`src/rtl/sfg_pkg.sv`:
```
package sfg_pkg;
  typedef enum logic [2:0] {
    PH_IDLE    = 3'd0,
    PH_LEAD_LO = 3'd1,
    PH_DAT_LO  = 3'd2,
    PH_LEAD_HI = 3'd3,
    PH_DAT_HI  = 3'd4,
    PH_GAP     = 3'd5
  } phase_t;
endpackage

```
`src/rtl/sfg_tick.sv`:
```
module sfg_tick #(
  parameter int DIV = 2
) (
  input  logic clk,
  input  logic rs_n,
  input  logic run,
  output logic tick,
  output logic hi_half
);
  localparam int DW = (DIV > 2) ? $clog2(DIV) : 1;

  logic [DW-1:0] cnt_q, cnt_d;

  always_comb begin
    if (!run || tick) cnt_d = '0;
    else              cnt_d = cnt_q + DW'(1);
  end

  always_ff @(posedge clk or negedge rs_n) begin
    if (!rs_n) cnt_q <= '0;
    else       cnt_q <= cnt_d;
  end

  assign tick    = (cnt_q == DW'(DIV - 1));
  assign hi_half = (cnt_q >= DW'(DIV / 2));
endmodule

```
`src/rtl/sfg_mux.sv`:
```
module sfg_mux #(
  parameter int FW = 16
) (
  input  logic [FW-1:0]   data_lo,
  input  logic [FW-1:0]   data_hi,
  input  logic [2*FW-1:0] alt_sel,
  input  logic [2*FW-1:0] alt_in,
  output logic [2*FW-1:0] frm
);
  logic [2*FW-1:0] sw_word;
  assign sw_word = {data_hi, data_lo};

  for (genvar i = 0; i < 2*FW; i++) begin : g_bit
    assign frm[i] = alt_sel[i] ? alt_in[i] : sw_word[i];
  end
endmodule

```
`src/rtl/sfg_seq.sv`:
```
module sfg_seq
  import sfg_pkg::*;
#(
  parameter int FW = 16,
  parameter int CW = 5,
  parameter int GW = 4
) (
  input  logic          clk,
  input  logic          rs_n,
  input  logic          rpt_en,
  input  logic          send_req,
  input  logic          lead_en,
  input  logic [CW-1:0] nlo,
  input  logic          hi_en,
  input  logic [CW-1:0] nhi,
  input  logic [GW-1:0] gap,
  input  logic [2*FW-1:0] frm_in,
  input  logic          tick,
  output phase_t        st_o,
  output logic          bit_o,
  output logic          done_o
);
  localparam int BCW = (CW > GW) ? CW : GW;

  phase_t          st_q, st_d;
  logic [BCW-1:0]  bcnt_q, bcnt_d;
  logic            pend_q, pend_d;
  logic            done_q, done_d;
  logic [2*FW-1:0] frm_q, frm_d;
  logic            start;
  phase_t          after;

  function automatic logic ph_on(phase_t p);
    case (p)
      PH_LEAD_LO: ph_on = lead_en;
      PH_DAT_LO:  ph_on = (nlo != '0);
      PH_LEAD_HI: ph_on = hi_en && lead_en;
      PH_DAT_HI:  ph_on = hi_en && (nhi != '0);
      PH_GAP:     ph_on = (gap != '0);
      default:    ph_on = 1'b0;
    endcase
  endfunction

  function automatic phase_t ph_next(phase_t p);
    phase_t q;
    logic   hit;
    q   = PH_IDLE;
    hit = 1'b0;
    for (int k = 1; k <= 5; k++) begin
      if (!hit && k > int'(p) && ph_on(phase_t'(k))) begin
        q   = phase_t'(k);
        hit = 1'b1;
      end
    end
    return q;
  endfunction

  function automatic logic [BCW-1:0] ph_len(phase_t p);
    case (p)
      PH_DAT_LO: ph_len = BCW'(nlo);
      PH_DAT_HI: ph_len = BCW'(nhi);
      PH_GAP:    ph_len = BCW'(gap);
      default:   ph_len = BCW'(1);
    endcase
  endfunction

  assign start = (st_q == PH_IDLE) && (send_req || pend_q || rpt_en);
  assign after = (start) ? ph_next(PH_IDLE) : ph_next(st_q);

  always_comb begin
    st_d   = st_q;
    bcnt_d = bcnt_q;
    frm_d  = frm_q;
    done_d = 1'b0;
    pend_d = pend_q || ((st_q != PH_IDLE) && send_req);
    if (start) begin
      frm_d  = frm_in;
      st_d   = after;
      bcnt_d = '0;
      pend_d = 1'b0;
      done_d = (after == PH_IDLE);
    end else if ((st_q != PH_IDLE) && tick) begin
      if (bcnt_q == ph_len(st_q) - BCW'(1)) begin
        st_d   = after;
        bcnt_d = '0;
        done_d = (after == PH_IDLE);
      end else begin
        bcnt_d = bcnt_q + BCW'(1);
      end
    end
  end

  always_ff @(posedge clk or negedge rs_n) begin
    if (!rs_n) begin
      st_q   <= PH_IDLE;
      bcnt_q <= '0;
      pend_q <= 1'b0;
      done_q <= 1'b0;
      frm_q  <= '0;
    end else begin
      st_q   <= st_d;
      bcnt_q <= bcnt_d;
      pend_q <= pend_d;
      done_q <= done_d;
      frm_q  <= frm_d;
    end
  end

  always_comb begin
    bit_o = 1'b0;
    for (int i = 0; i < FW; i++) begin
      if (bcnt_q == BCW'(i))
        bit_o = (st_q == PH_DAT_HI) ? frm_q[FW + i] : frm_q[i];
    end
  end

  assign st_o   = st_q;
  assign done_o = done_q;
endmodule

```
`src/rtl/sfg_top.sv`:
```
module sfg_top
  import sfg_pkg::*;
#(
  parameter int FW  = 16,
  parameter int DIV = 2,
  parameter int GW  = 4,
  localparam int CW = $clog2(FW + 1)
) (
  input  logic            clk,
  input  logic            rst_n,
  input  logic            rpt_en,
  input  logic            send_req,
  input  logic            lead_en,
  input  logic [CW-1:0]   nbits_lo,
  input  logic            hi_en,
  input  logic [CW-1:0]   nbits_hi,
  input  logic [GW-1:0]   gap_len,
  input  logic [FW-1:0]   data_lo,
  input  logic [FW-1:0]   data_hi,
  input  logic [2*FW-1:0] alt_sel,
  input  logic [2*FW-1:0] alt_in,
  input  logic            clk_inv,
  input  logic            dat_inv,
  output logic            sclk_o,
  output logic            sdata_o,
  output logic            sel_lo_o,
  output logic            sel_hi_o,
  output logic            busy_o,
  output logic            done_o
);
  logic [1:0]      rsync_q;
  logic            rs_n;
  logic            tick, hi_half, bit_v, in_dat;
  logic [2*FW-1:0] frm;
  phase_t          st;

  always_ff @(posedge clk or negedge rst_n) begin
    if (!rst_n) rsync_q <= 2'b00;
    else        rsync_q <= {rsync_q[0], 1'b1};
  end
  assign rs_n = rsync_q[1];

  sfg_mux #(.FW(FW)) u_mux (
    .data_lo (data_lo),
    .data_hi (data_hi),
    .alt_sel (alt_sel),
    .alt_in  (alt_in),
    .frm     (frm)
  );

  sfg_tick #(.DIV(DIV)) u_tick (
    .clk     (clk),
    .rs_n    (rs_n),
    .run     (st != PH_IDLE),
    .tick    (tick),
    .hi_half (hi_half)
  );

  sfg_seq #(.FW(FW), .CW(CW), .GW(GW)) u_seq (
    .clk      (clk),
    .rs_n     (rs_n),
    .rpt_en   (rpt_en),
    .send_req (send_req),
    .lead_en  (lead_en),
    .nlo      (nbits_lo),
    .hi_en    (hi_en),
    .nhi      (nbits_hi),
    .gap      (gap_len),
    .frm_in   (frm),
    .tick     (tick),
    .st_o     (st),
    .bit_o    (bit_v),
    .done_o   (done_o)
  );

  assign in_dat   = (st == PH_DAT_LO) || (st == PH_DAT_HI);
  assign sclk_o   = (in_dat && hi_half) ^ clk_inv;
  assign sdata_o  = (in_dat && bit_v) ^ dat_inv;
  assign sel_lo_o = (st == PH_LEAD_LO) || (st == PH_DAT_LO);
  assign sel_hi_o = (st == PH_LEAD_HI) || (st == PH_DAT_HI);
  assign busy_o   = (st != PH_IDLE);
endmodule

```
`config.mk`:
```
export PLATFORM = sky130hd
export DESIGN_NAME = sfg_top
export DESIGN_NICKNAME = d
export VERILOG_FILES = /design/src/rtl/sfg_pkg.sv /design/src/rtl/sfg_tick.sv /design/src/rtl/sfg_mux.sv /design/src/rtl/sfg_seq.sv /design/src/rtl/sfg_top.sv
export SDC_FILE = /design/constraint.sdc
export NUM_CORES = 1
export LEC_CHECK = 0
export BUFFER_PORTS_ARGS = -buffer_cell sky130_fd_sc_hd__buf_2
export CORE_ASPECT_RATIO = 0.75
export CORE_UTILIZATION = 44
export DETAILED_ROUTE_END_ITERATION = 16
export PLACE_DENSITY = 0.86
export SLEW_MARGIN = 20
export SYNTH_ARGS = -nofsm -noshare
export SYNTH_HDL_FRONTEND = slang
export SYNTH_HIERARCHICAL = 1
export SYNTH_SLANG_ARGS = --single-unit
```
`constraint.sdc`:
```
create_clock -name clk -period 2.4 [get_ports clk]
set_input_delay 0.24 -clock clk [delete_from_list [all_inputs] [get_ports clk]]
set_output_delay 0.24 -clock clk [all_outputs]
set_load 0.01 [all_outputs]
```
==> results of run 1 <==
per-stage QoR:
step | instances | hold WS, ns | util [%] | TNS (ns)
final | 566 | 0.228 | 65.3 | -5.09
after global routing | 566 | 0.221 | 65.3 | -5.88
after CTS | 564 | 0.204 | 64.3 | -3.37
after detailed placement | 541 | 0.0287 | 59.4 | -4.29
after global placement | 541 | 0.0274 | 59.4 | -3.24
after floorplan | 290 | -0.0556 | - | -3.39
registers in the layout, summed over array words and instances, names as in the netlist:
register	count
rsync_q	2
u_seq/bcnt_q	5
u_seq/done_o	1
u_seq/frm_q	32
u_seq/pend_q	1
u_seq/st_o	3
u_tick/tick	1
repair_timing:
action	in CTS	in global routing
setup endpoints to repair	10	10
endpoints found under the hold margin	2	0
setup buffers	14	3
pin swaps	10	11
gates resized for setup	27	14
hold buffers	1	0
cell families after synthesis:
group                    after synthesis  synth area share [%]
AO/OA/AOI/OAI                         53                  13.3
XOR/XNOR                               7                  1.83
adder cells (fa/ha/maj)                7                  2.54
buffers and inverters                 25                  3.58
flip-flops                            45                  33.6
multiplexers                          83                  31.4
other                                  1                 0.112
AND/OR/NAND/NOR                       69                  13.7
worst paths after layout:
kind | startpoint | end | slack (ns) | cells after the start
min in group asynchronous | rst_n | rsync_q[1]$_DFF_PN0_ | 0.25 | 2
setup / recovery | u_seq/st_o[1]$_DFFE_PN0P_ | u_seq/st_o[0]$_DFFE_PN0P_ | -0.59 | 13
hold / removal | send_req | u_seq/pend_q$_DFF_PN0_ | 0.23 | 2
setup reg to reg | u_seq/st_o[1]$_DFFE_PN0P_ | u_seq/st_o[0]$_DFFE_PN0P_ | -0.59 | 13
max in group asynchronous | rsync_q[1]$_DFF_PN0_ | u_seq/st_o[0]$_DFFE_PN0P_ | 1.37 | 0
hold reg to reg | rsync_q[0]$_DFF_PN0_ | rsync_q[1]$_DFF_PN0_ | 0.36 | 0
critical path, stage by stage (launching register included):
cell and delay [ns]:
dfrtp_2 0.50, buf_6 0.16, buf_6 0.10, nand2b_4 0.06, o221ai_4 0.21, inv_2 0.07
ha_4 0.16, xor2_1 0.14, and4_1 0.24, a2111oi_4 0.37, buf_4 0.21, o2111ai_4 0.15
o211ai_4 0.18, mux2_4 0.32
power breakdown:
part,internal (mW),switching [mW]
Clock,0.340,0.245
Combinational,2.14,1.72
Sequential,1.13,0.283
Total,3.61,2.25
metal layers:
metal / routed length, um / up-vias
met4: 106 / 0
met3: 487 / 13
met2: 4710 / 137
li1: - / 1452
met5: 0 / -
met1: 4000 / 1485
placed cells by master, fill, tap and decap left out, drive strengths merged, types with 3 or more instances in the layout:
master,count
buf,179
mux2,71
dfrtp,45
nand2,12
inv,12
mux2i,11
nor2,10
clkbuf,7
nor3,7
o21ai,6
ha,6
o31ai,5
nor2b,5
a21oi,4
nand3,4
xnor2,4
nand2b,4
or4,4
nor3b,4
xor2,3
nand4b,3
a22o,3
nor4b,3
o211ai,3
o41ai,3
layout make-up:
cell class | instances | area, sq um
Inverter | 12 | 45.0
Fill cell | 582 | 2550
Clock buffer | 7 | 86.3
Clock inverter | 1 | 30.0
Timing Repair Buffer | 180 | 1110
Tap cell | 101 | 126
Multi-Input combinational cell | 220 | 2280
Sequential cell | 45 | 1130
==> metrics.md, run 1 <==
| Metric | Value |
|---|---|
| Largest net degree at the start of global routing | `44` |
| Fin. max-slew vios | `0` |
| Core Rows | `27` |
| Worst Hold Class | `input pin to flop` |
| Final Hold Fails | `0` |
| CTS Buf Count | `5` |
| Worst Skew | `0.00809 ns` |
| Die X | `103 um` |
| Synth Register Bits | `45` |
| Final worst path period share | `124%` |
| Global-route wire length before repair | `between 15,000 and 20,000 um` |
| Min Tclk post-route | `around 3 ns` |
| Worst Max-Slew Pin Slew | `approximately 0.9 ns` |
| Met2 Use GR | `42.0%` |
| Port Buffer Count | `about 120` |
| Total Power | `between 5 and 6 mW` |
| Gpl congestion | `roughly 0.84` |
| Routed Antenna Nets | `0` |
| Root Driver | `clkbuf_8` |
| ANT cells | `0` |
| Fin area | `roughly 4800 sq um` |
| Top_reg_cell synth | `dfrtp_1` |
| Area fraction of the dominant cell type after synthesis | `33.6%` |
| Worst Path Max Fanout | `7` |
| Area growth, synth to finish | `43.4%` |
| Via count | `3,087` |
| Startpoint Class | `flop` |
| Cell Area, Placed | `4370 sq um` |
| Die area | `between 7000 and 8000 sq um` |
| Setup ws final | `-0.585 ns` |
| Met1 Resource Use GR | `approximately 31%` |
| DP Worst Slack | `-0.492 ns` |
| CTS tree | `built` |
| Cell count after synthesis | `between 200 and 300` |
| Final nets | `588` |
| Clock latency on the worst-skew pair | `slightly below 0.3 ns` |
| Syn Area/Cell | `11.6 sq um` |
| P_leak | `2.31 nW` |
| Drt first pass iters | `4` |
| Fmax | `around 330 MHz` |
| Asr flop ratio synth | `100%` |
| Vias per cell | `between 5 and 6` |
| CTS H-tree depth | `2` |
| Clock Pin Slew Worst Setup and Hold Paths | `about 0.08 ns` |
| Die height | `a little under 80 um` |
| Avg WL per Cell | `16.4 um` |
| Status | `finished with violations` |
| Post-synthesis cell type count | `71` |
| Unrepaired setup endpoints after global routing | `yes` |
| Critical path class | `flop to flop` |
| Vias in the first global route | `between 3,000 and 4,000` |
| Largest area contributor in the netlist | `dfrtp_1` |
| Max-slew headroom | `39.0%` |
| I/O pin total | `124` |
| CTS Sinks | `between 40 and 50` |
| Top cells by count, synth | `dfrtp_1 (45), mux2_2 (37), mux2_4 (32)` |
| Initial antenna violation count | `0` |
| CP Capture Type | `flop` |
| Post-synth EDFFs | `0` |
| Syn_nets | `roughly 410` |
| Routed WL | `just over 9000 um` |
| Critical Path RT | `about 2.6 ns` |
| IR drop worst, VDD | `454 uV` |
| Post-Syn Area | `roughly 3400 sq um` |
| GR Overflow Total | `0` |
| DRT iter0 DRCs | `247` |
| Failing checks | `setup timing` |
| Max-cap violations | `0` |
| GRT met3 Usage | `3.33%` |
| Gr busiest metal | `met2` |
| Final setup vio count | `10` |
| Area of the core | `around 7400 sq um` |
| GRT Overall Usage | `roughly a quarter` |
| CP arrival | `about 3.2 ns` |
| Post-DP HPWL | `between 6000 and 7000 um` |
| Cell with the most instances after synthesis | `dfrtp_1` |
| Register area share after synthesis | `between 30% and 40%` |
| Clock Path Buffers | `2` |
| Power Density | `1220 nW/um^2` |
| Layout cell share with drive strength beyond 1 | `63.0%` |
| Synth area leaders | `dfrtp_1 (34%), mux2_4 (14%), mux2_2 (12%)` |
| Detailed-route DRC error count | `0` |
| Yosys warns | `6` |
| Initial Util | `between 40 and 50%` |
Note: power is estimated with default switching activity, not from simulation.
==> inputs of run 2 (changes only) <==
Settings changed: CORE_ASPECT_RATIO 0.75 to 2, PLACE_DENSITY 0.86 to 0.88, SYNTH_HIERARCHICAL 1 to unset.
==> run 2 against run 1 <==
The flow still finishes with violations (setup timing); maximum frequency fell by 2.1%; critical path type unchanged; count of clock-buffer cells in the layout did not move; first-iteration DRC count fell by 8.9%; combinational power fell by 22%; synthesized cell count rose by 10%; setup slack got worse by 0.064 ns; via count fell by 0.84%; routed wire length fell by 3.4%; global-route usage rose by 2.3 points.
==> metrics.md, run 2 <==
| Metric | Value |
|---|---|
| Status | `finished with violations` |
| Failing checks | `setup timing` |
| Cells along the critical path | `buf_6 > buf_4 > nor4bb_1 > a221o_2 > and4bb_2 > xnor2_2 > a31oi_4 > or2_4 > mux2_4` |
| Core Rows | `42 (+56%)` |
| Synth Register Bits | `45 (unchanged)` |
| DRT iter0 DRCs | `225 (-8.9%)` |
| ANT cells | `0 (unchanged)` |
| Routed WL | `8990 um (-3.4%)` |
| Layout cell share with drive strength beyond 1 | `42.7% (-20 points)` |
| Setup ws final | `-0.649 ns (-0.0641 ns)` |
| CP Capture Type | `flop` |
| Bufs and invs on worst path | `2 (-2)` |
| DP Worst Slack | `-0.324 ns (+0.168 ns)` |
| Most frequent cells in the layout | `buf_2 (122), nor2_1 (46), mux2i_1 (46)` |
| GRT Overall Usage | `26.4% (+2.3 points)` |
| Syn_nets | `444 (+7.2%)` |
| Fmax | `328 MHz (-2.1%)` |
| Clock Pin Slew Worst Setup and Hold Paths | `0.06 ns (-0.02 ns)` |
| Final worst path period share | `127% (+2.7 points)` |
| Delay-heaviest family, CP | `simple AND/OR/NAND/NOR gates` |
| Vias in the first global route | `3,016 (-6.3%)` |
| Top cells by count, synth | `nor2_1 (47), mux2i_1 (46), dfrtp_1 (45)` |
| Cell with the most instances after synthesis | `nor2_1` |
| Post-synth EDFFs | `0 (unchanged)` |
| Post-Syn Area | `3040 sq um (-9.3%)` |
| CTS Buf Count | `5 (unchanged)` |
| Multi-input logic area | `1890 sq um (-17%)` |
| Register area | `1130 sq um (unchanged)` |
| Synth area leaders | `dfrtp_1 (37%), mux2i_1 (15%), a21oi_1 (6.6%)` |
| Via count | `3,061 (-0.84%)` |
| Final nets | `585 (-0.51%)` |
| Non-Filler Instances | `549 (-3.0%)` |
| Final setup vio count | `10 (unchanged)` |
| Root Driver | `clkbuf_16` |
| Largest net degree at the start of global routing | `65 (+48%)` |
| Syn Area/Cell | `9.51 sq um (-18%)` |
| Asr flop ratio synth | `100% (unchanged)` |
| Max FFs per register | `32 (unchanged)` |
| CTS Sinks | `45 (unchanged)` |
| Cell count after synthesis | `320 (+10%)` |
| Critical Path RT | `2.57 ns (about the same)` |
| Area fraction of the dominant cell type after synthesis | `37.0% (+3.5 points)` |
| Fin. max-slew vios | `0 (unchanged)` |
| IR drop worst, VDD | `795 uV (+75%)` |
| Inst Count DP | `536 (-0.92%)` |
| Routed Antenna Nets | `0 (unchanged)` |
| Area of the core | `6620 sq um (-10%)` |
| Min Tclk post-route | `3.05 ns (+0.0641 ns)` |
| Drt first pass iters | `5 (+1)` |
| Die area | `7270 sq um (-8.9%)` |
| Worst Path Max Fanout | `4 (-3)` |
| Fin area | `4200 sq um (-13%)` |
| Detailed-route DRC error count | `0 (unchanged)` |
| Initial antenna violation count | `0 (unchanged)` |
| Internal | `3.00 mW (-17%)` |
| Avg WL per Cell | `16.4 um (-0.39%)` |
| Gpl congestion | `0.878 (+5.2%)` |
| Die X | `60.8 um (-41%)` |
| P_leak | `1.96 nW (-15%)` |
| Max-cap violations | `0 (unchanged)` |
| Maximum cell stage delay along the critical path | `0.68 ns (+0.18 ns)` |
| Final Hold Fails | `0 (unchanged)` |
| CTS tree | `built` |
| Critical-path top delay cell | `nor4bb_1` |
| WHS | `0.237 ns (+0.00864 ns)` |
| Vias per cell | `5.58 (+2.2%)` |
| Top_reg_cell synth | `dfrtp_1` |
| Clock Power Share | `13.1% (+3.1 points)` |
| Clock latency on the worst-skew pair | `0.28 ns (about the same)` |
| Startpoint Class | `flop` |
| Area growth, synth to finish | `38.1%` |
| GR Overflow Total | `0 (unchanged)` |
| I/O pin total | `124 (unchanged)` |
| Total Power | `5.11 mW (-13%)` |
| Comb power frac | `59.2% (-6.7 points)` |
| Most common cell after layout, fill and taps aside | `buf_2` |
| Worst Max-Slew Pin Slew | `0.922 ns (+0.00670 ns)` |
| Cell Area, Placed | `3890 sq um (-11%)` |
| Seq pwr share | `27.7% (+3.6 points)` |
| Total negative slack | `-5.11 ns (-0.0199 ns)` |
| Clock Path Buffers | `2 (unchanged)` |
| Post-synthesis cell type count | `61 (-14%)` |
| Die height | `120 um (+54%)` |
| Worst Skew | `0.00429 ns (-0.00380 ns)` |
| Register area share after synthesis | `37.0% (+3.5 points)` |
| Switching share of power | `41.3% (+2.9 points)` |
| CTS H-tree depth | `2 (unchanged)` |
| Post-DP HPWL | `6760 um (+4.1%)` |
| Max-slew headroom | `38.6% (-0.45 points)` |
| Unrepaired setup endpoints after global routing | `yes` |
| Largest area contributor in the netlist | `dfrtp_1` |
| Largest Register | `u_seq.frm_q` |
| Finished Core Util | `63.5% (-1.9 points)` |
| CP arrival | `3.22 ns (+0.06 ns)` |
| Critical path class | `flop to flop` |
| Global-route wire length before repair | `14,100 um (-6.7%)` |
| Switching power | `2.11 mW (-6.2%)` |
| Worst Hold Class | `input pin to flop` |
| Initial Util | `45.9% (+0.39 points)` |
| Power Density | `1220 nW/um^2 (-0.12%)` |
| Filler cell count | `561 (-3.6%)` |
| Yosys warns | `0 (-6)` |
| Port Buffer Count | `123 (unchanged)` |
## run 2: changes by cell type in the layout (fill, tap and decap cells not counted), sizes merged, moves of 3 or more
cell	change
mux2	-66
nor2	+37
a21oi	+36
mux2i	+35
buf	-29
xnor2	+6
o21ai	+5
o31ai	-5
nand4b	-3
o211ai	-3
o41ai	-3
xor2	-3
## run 2: layout make-up
cell class,count,share of cell area (%)
multi-input combinational,246,45.1
sequential,45,26.9
timing repair buffer,151,20.9
clock buffer,7,3.39
tap,88,2.62
inverter,12,1.07
## run 2: final timing paths
kind | from | endpoint | slack [ns] | cells after the start
max in group asynchronous | rsync_q[1]$_DFF_PN0_ | u_seq.st_o[0]$_DFFE_PN0P_ | 1.36 | 0
hold reg to reg | rsync_q[0]$_DFF_PN0_ | rsync_q[1]$_DFF_PN0_ | 0.35 | 0
setup reg to reg | u_seq.st_o[2]$_DFFE_PN0P_ | u_seq.st_o[2]$_DFFE_PN0P_ | -0.65 | 9
min in group asynchronous | rst_n | rsync_q[0]$_DFF_PN0_ | 0.28 | 2
hold / removal | send_req | u_seq.pend_q$_DFF_PN0_ | 0.24 | 3
setup / recovery | u_seq.st_o[2]$_DFFE_PN0P_ | u_seq.st_o[2]$_DFFE_PN0P_ | -0.65 | 9
## run 2: repair_timing
item | 4_1_cts | 5_1_grt
setup endpoints to repair | 10 | 10
buffers inserted | 2 | 3
hold buffers | 1 | 0
resized for setup | 14 | 18
pin swaps | 3 | 1
endpoints found under the hold margin | 2 | 0
## run 2: cells by family (layout without fill, tap and decap cells)
group / after synthesis / count (layout) / share of synthesized area (%)
AO/OA/AOI/OAI: 80 / 80 / 17.9
XOR/XNOR: 10 / 10 / 3.13
adder cells (fa/ha/maj): 6 / 6 / 2.47
buffers and inverters: 29 / 170 / 4.20
flip-flops: 45 / 45 / 37.0
multiplexers: 52 / 52 / 18.1
other: 1 / 1 / 0.123
AND/OR/NAND/NOR: 97 / 97 / 17.1
## run 2: metal layers
layer | global-route usage (%) | wire length, um | vias to the layer above
met4 | 17.0 | 679 | 0
met3 | 4.74 | 450 | 49
li1 | - | - | 1437
met5 | 0 | 0 | -
met2 | 46.0 | 5000 | 133
met1 | 27.3 | 2860 | 1442
## run 2: worst reg2reg max path, cell delays in order (launching register included)
cell,delay (ns)
dfrtp_2,0.48
buf_6,0.15
buf_4,0.13
nor4bb_1,0.69
a221o_2,0.31
and4bb_2,0.28
xnor2_2,0.19
a31oi_4,0.12
or2_4,0.28
mux2_4,0.30
## run 2: power groups by stage
stage / registers (mW) / logic (mW) / clock network [mW]
2_1_floorplan: 1.26 / 1.93 / 0
3_3_place_gp: 1.38 / 2.53 / 0
3_5_place_dp: 1.39 / 2.64 / 0
4_1_cts: 1.38 / 2.78 / 0.679
5_1_grt: 1.45 / 3.27 / 0.708
6_report: 1.42 / 3.03 / 0.670
==> inputs of run 3 (changes only) <==
Settings changed: CORE_ASPECT_RATIO 2 to unset, GPL_ROUTABILITY_DRIVEN set to 0.
==> run 3 against run 2 <==
The flow still finishes with violations (setup timing); maximum frequency rose by 12%; flip-flop and latch count did not move; setup slack improved by 0.33 ns; critical path depth did not move; count of clock-buffer cells in the layout did not move; clock power fell by 25%; hold slack got worse by 0.046 ns; critical path type is now flop to output pin; critical endpoint is now sdata_o.
==> metrics.md, run 3 (synthesis gave the netlist of run 2 again) <==
| Metric | Value |
|---|---|
| Root Driver | `clkbuf_8` |
| Die area | `7250 sq um (-0.27%)` |
| DRT iter0 DRCs | `145 (-36%)` |
| Routed Antenna Nets | `0 (unchanged)` |
| CTS Buf Count | `5 (unchanged)` |
| Finished Core Util | `64.1% (+0.70 points)` |
| Worst Skew | `0.00469 ns (+0.000404 ns)` |
| Final nets | `590 (+0.85%)` |
| Critical-path top delay cell | `mux4_2` |
| Inst Count DP | `531 (-0.93%)` |
| Area of the core | `6490 sq um (-1.9%)` |
| Clock latency on the worst-skew pair | `0.30 ns (+0.02 ns)` |
| Vias per cell | `5.37 (-3.8%)` |
| CTS H-tree depth | `2 (unchanged)` |
| Most common cell after layout, fill and taps aside | `buf_2` |
| Failing checks | `setup timing` |
| Internal | `2.89 mW (-3.7%)` |
| Hold Path Cell Cnt | `3 (unchanged)` |
| Setup ws final | `-0.321 ns (+0.329 ns)` |
| Initial Util | `46.8% (+0.89 points)` |
| WHS Endpoint | `u_seq.pend_q$_DFF_PN0_` |
| Via count | `2,919 (-4.6%)` |
| Drt first pass iters | `4 (-1)` |
| GR Overflow Total | `0 (unchanged)` |
| CTS tree | `built` |
| Final worst path period share | `113% (-14 points)` |
| Die height | `85.1 um (-29%)` |
| Initial antenna violation count | `0 (unchanged)` |
| I/O pin total | `124 (unchanged)` |
| Worst Path Max Fanout | `7 (+3)` |
| Power Density | `1170 nW/um^2 (-3.9%)` |
| Max-cap violations | `0 (unchanged)` |
| Min Tclk post-route | `2.72 ns (-0.329 ns)` |
| Filler cell count | `528 (-5.9%)` |
| Largest Register | `u_seq.frm_q` |
| Final Hold Fails | `0 (unchanged)` |
| ANT cells | `0 (unchanged)` |
| Area growth, synth to finish | `37.0%` |
| Worst Max-Slew Pin Slew | `0.915 ns (-0.00675 ns)` |
| Avg WL per Cell | `14.0 um (-15%)` |
| Clock Path Buffers | `2 (unchanged)` |
| IR drop worst, VDD | `631 uV (-21%)` |
| Final setup vio count | `10 (unchanged)` |
| Layout cell share with drive strength beyond 1 | `43.7% (+0.95 points)` |
| CTS Sinks | `45 (unchanged)` |
| R2r worst-path depth | `11 (+2)` |
| Worst Hold Class | `input pin to flop` |
| CP Capture Type | `output pin` |
| Non-Filler Instances | `544 (-0.91%)` |
| Critical path class | `flop to output pin` |
| Unrepaired setup endpoints after global routing | `yes` |
| Vias in the first global route | `2,882 (-4.4%)` |
| Comb power frac | `62.2% (+3.0 points)` |
| Post-DP HPWL | `5930 um (-12%)` |
| Max-slew headroom | `39.0% (+0.45 points)` |
| Max FFs per register | `32 (unchanged)` |
| Largest net degree at the start of global routing | `53 (-18%)` |
| Critical Path RT | `2.16 ns (-0.41 ns)` |
| Reg2reg end | `u_seq.st_o[1]$_DFFE_PN0P_` |
| Seq pwr share | `27.4% (-0.3 points)` |
| R2R setup slack | `-0.29 ns (+0.36 ns)` |
| Most frequent cells in the layout | `buf_2 (122), nor2_1 (46), mux2i_1 (46)` |
| Clock Pin Slew Worst Setup and Hold Paths | `0.08 ns (+0.02 ns)` |
| Startpoint Class | `flop` |
| Fin. max-slew vios | `0 (unchanged)` |
| Cells along the critical path | `nor3b_4 > buf_12 > mux4_2 > nor3b_4 > o21ai_2 > a21oi_2 > o221a_2 > nand2_2 > buf_6` |
| Core Rows | `29 (-31%)` |
| Fmax | `368 MHz (+12%)` |
| Clock Power Share | `10.4% (-2.7 points)` |
| P_leak | `1.97 nW (+0.23%)` |
| Total Power | `4.87 mW (-4.7%)` |
| Worst path most repeated cell | `nor3b_4` |
| Switching power | `1.98 mW (-6.2%)` |
| Die X | `85.1 um (+40%)` |
| GRT Overall Usage | `21.7% (-4.7 points)` |
| HP Start | `send_req` |
| CP arrival | `2.48 ns (-0.74 ns)` |
| Detailed-route DRC error count | `0 (unchanged)` |
| Maximum cell stage delay along the critical path | `0.50 ns (-0.18 ns)` |
| Port Buffer Count | `123 (unchanged)` |
| Switching share of power | `40.7% (-0.64 points)` |
| Status | `finished with violations` |
| R2r startpoint | `u_seq.st_o[1]$_DFFE_PN0P_` |
| Routed WL | `7620 um (-15%)` |
| Global-route wire length before repair | `12,400 um (-12%)` |
## run 3: worst max-delay path, delay by kind of cell (launching register included)
kind / cells / cell delay [ns]
buffers and inverters: 2 / 0.25
AOI/OAI and AO/OA: 3 / 0.46
muxes: 1 / 0.50
and+or+nand+nor: 3 / 0.48
DFF: 1 / 0.47
## run 3: metrics by stage
| stage | setup TNS [ns] | hold slack [ns] | cell area, sq um | worst slack [ns] |
|---|---|---|---|---|
| 2_1_floorplan | -0.624 | -0.0556 | 3060 | -0.178 |
| 3_3_place_gp | -0.401 | 0.0261 | 3910 | -0.104 |
| 3_5_place_dp | -2.21 | 0.0272 | 3910 | -0.344 |
| 4_1_cts | -1.52 | 0.172 | 4090 | -0.349 |
| 5_1_grt | -2.87 | 0.193 | 4170 | -0.421 |
| 6_report | -1.72 | 0.191 | 4170 | -0.321 |
## run 3: power groups by stage
stage	clock network [mW]	logic, mW	registers (mW)
2_1_floorplan	0	1.93	1.26
3_3_place_gp	0	2.56	1.32
3_5_place_dp	0	2.66	1.34
4_1_cts	0.519	2.84	1.33
5_1_grt	0.547	3.30	1.38
6_report	0.504	3.03	1.34
## run 3: layout make-up
class / count / area [sq um] / share of cell area (%)
well taps: 77 / 96.3 / 2.31
repair buffers: 156 / 903 / 21.7
inverters: 12 / 45.0 / 1.08
clock buffers: 7 / 96.3 / 2.31
multi-input cells: 246 / 1890 / 45.4
clock inverters: 1 / 5.00 / 0.120
flip-flops and latches: 45 / 1130 / 27.1
## run 3: routing by layer
| layer | share of wire (%) | GRT usage [%] | vias to the layer above |
|---|---|---|---|
| li1 | - | - | 1450 |
| met1 | 39 | 24.7 | 1349 |
| met5 | 0 | 0 | - |
| met3 | 5.1 | 4.18 | 16 |
| met4 | 2.4 | 9.09 | 0 |
| met2 | 53 | 39.6 | 104 |
## run 3: worst max-delay path by stage
stage                              startpoint                   endpoint  slack [ns]  cells after the start
floorplan           u_seq.st_o[0]$_DFFE_PN0P_  u_seq.st_o[0]$_DFFE_PN0P_       -0.18                     11
detailed placement  u_seq.st_o[0]$_DFFE_PN0P_  u_seq.st_o[0]$_DFFE_PN0P_       -0.34                     10
finish              u_seq.st_o[0]$_DFFE_PN0P_                    sdata_o       -0.32                      9
global route        u_seq.st_o[2]$_DFFE_PN0P_                    sdata_o       -0.42                     10
CTS                 u_seq.st_o[2]$_DFFE_PN0P_                    sdata_o       -0.35                     10
global placement    u_seq.st_o[0]$_DFFE_PN0P_  u_seq.st_o[2]$_DFFE_PN0P_       -0.10                     10
## run 3: repair_timing
item                                   CTS  global route
hold buffers                             1             0
buffers inserted                         2             2
endpoints found under the hold margin    2             0
setup endpoints to repair               10            10
resized for setup                       13            20
pin swaps                                7             6
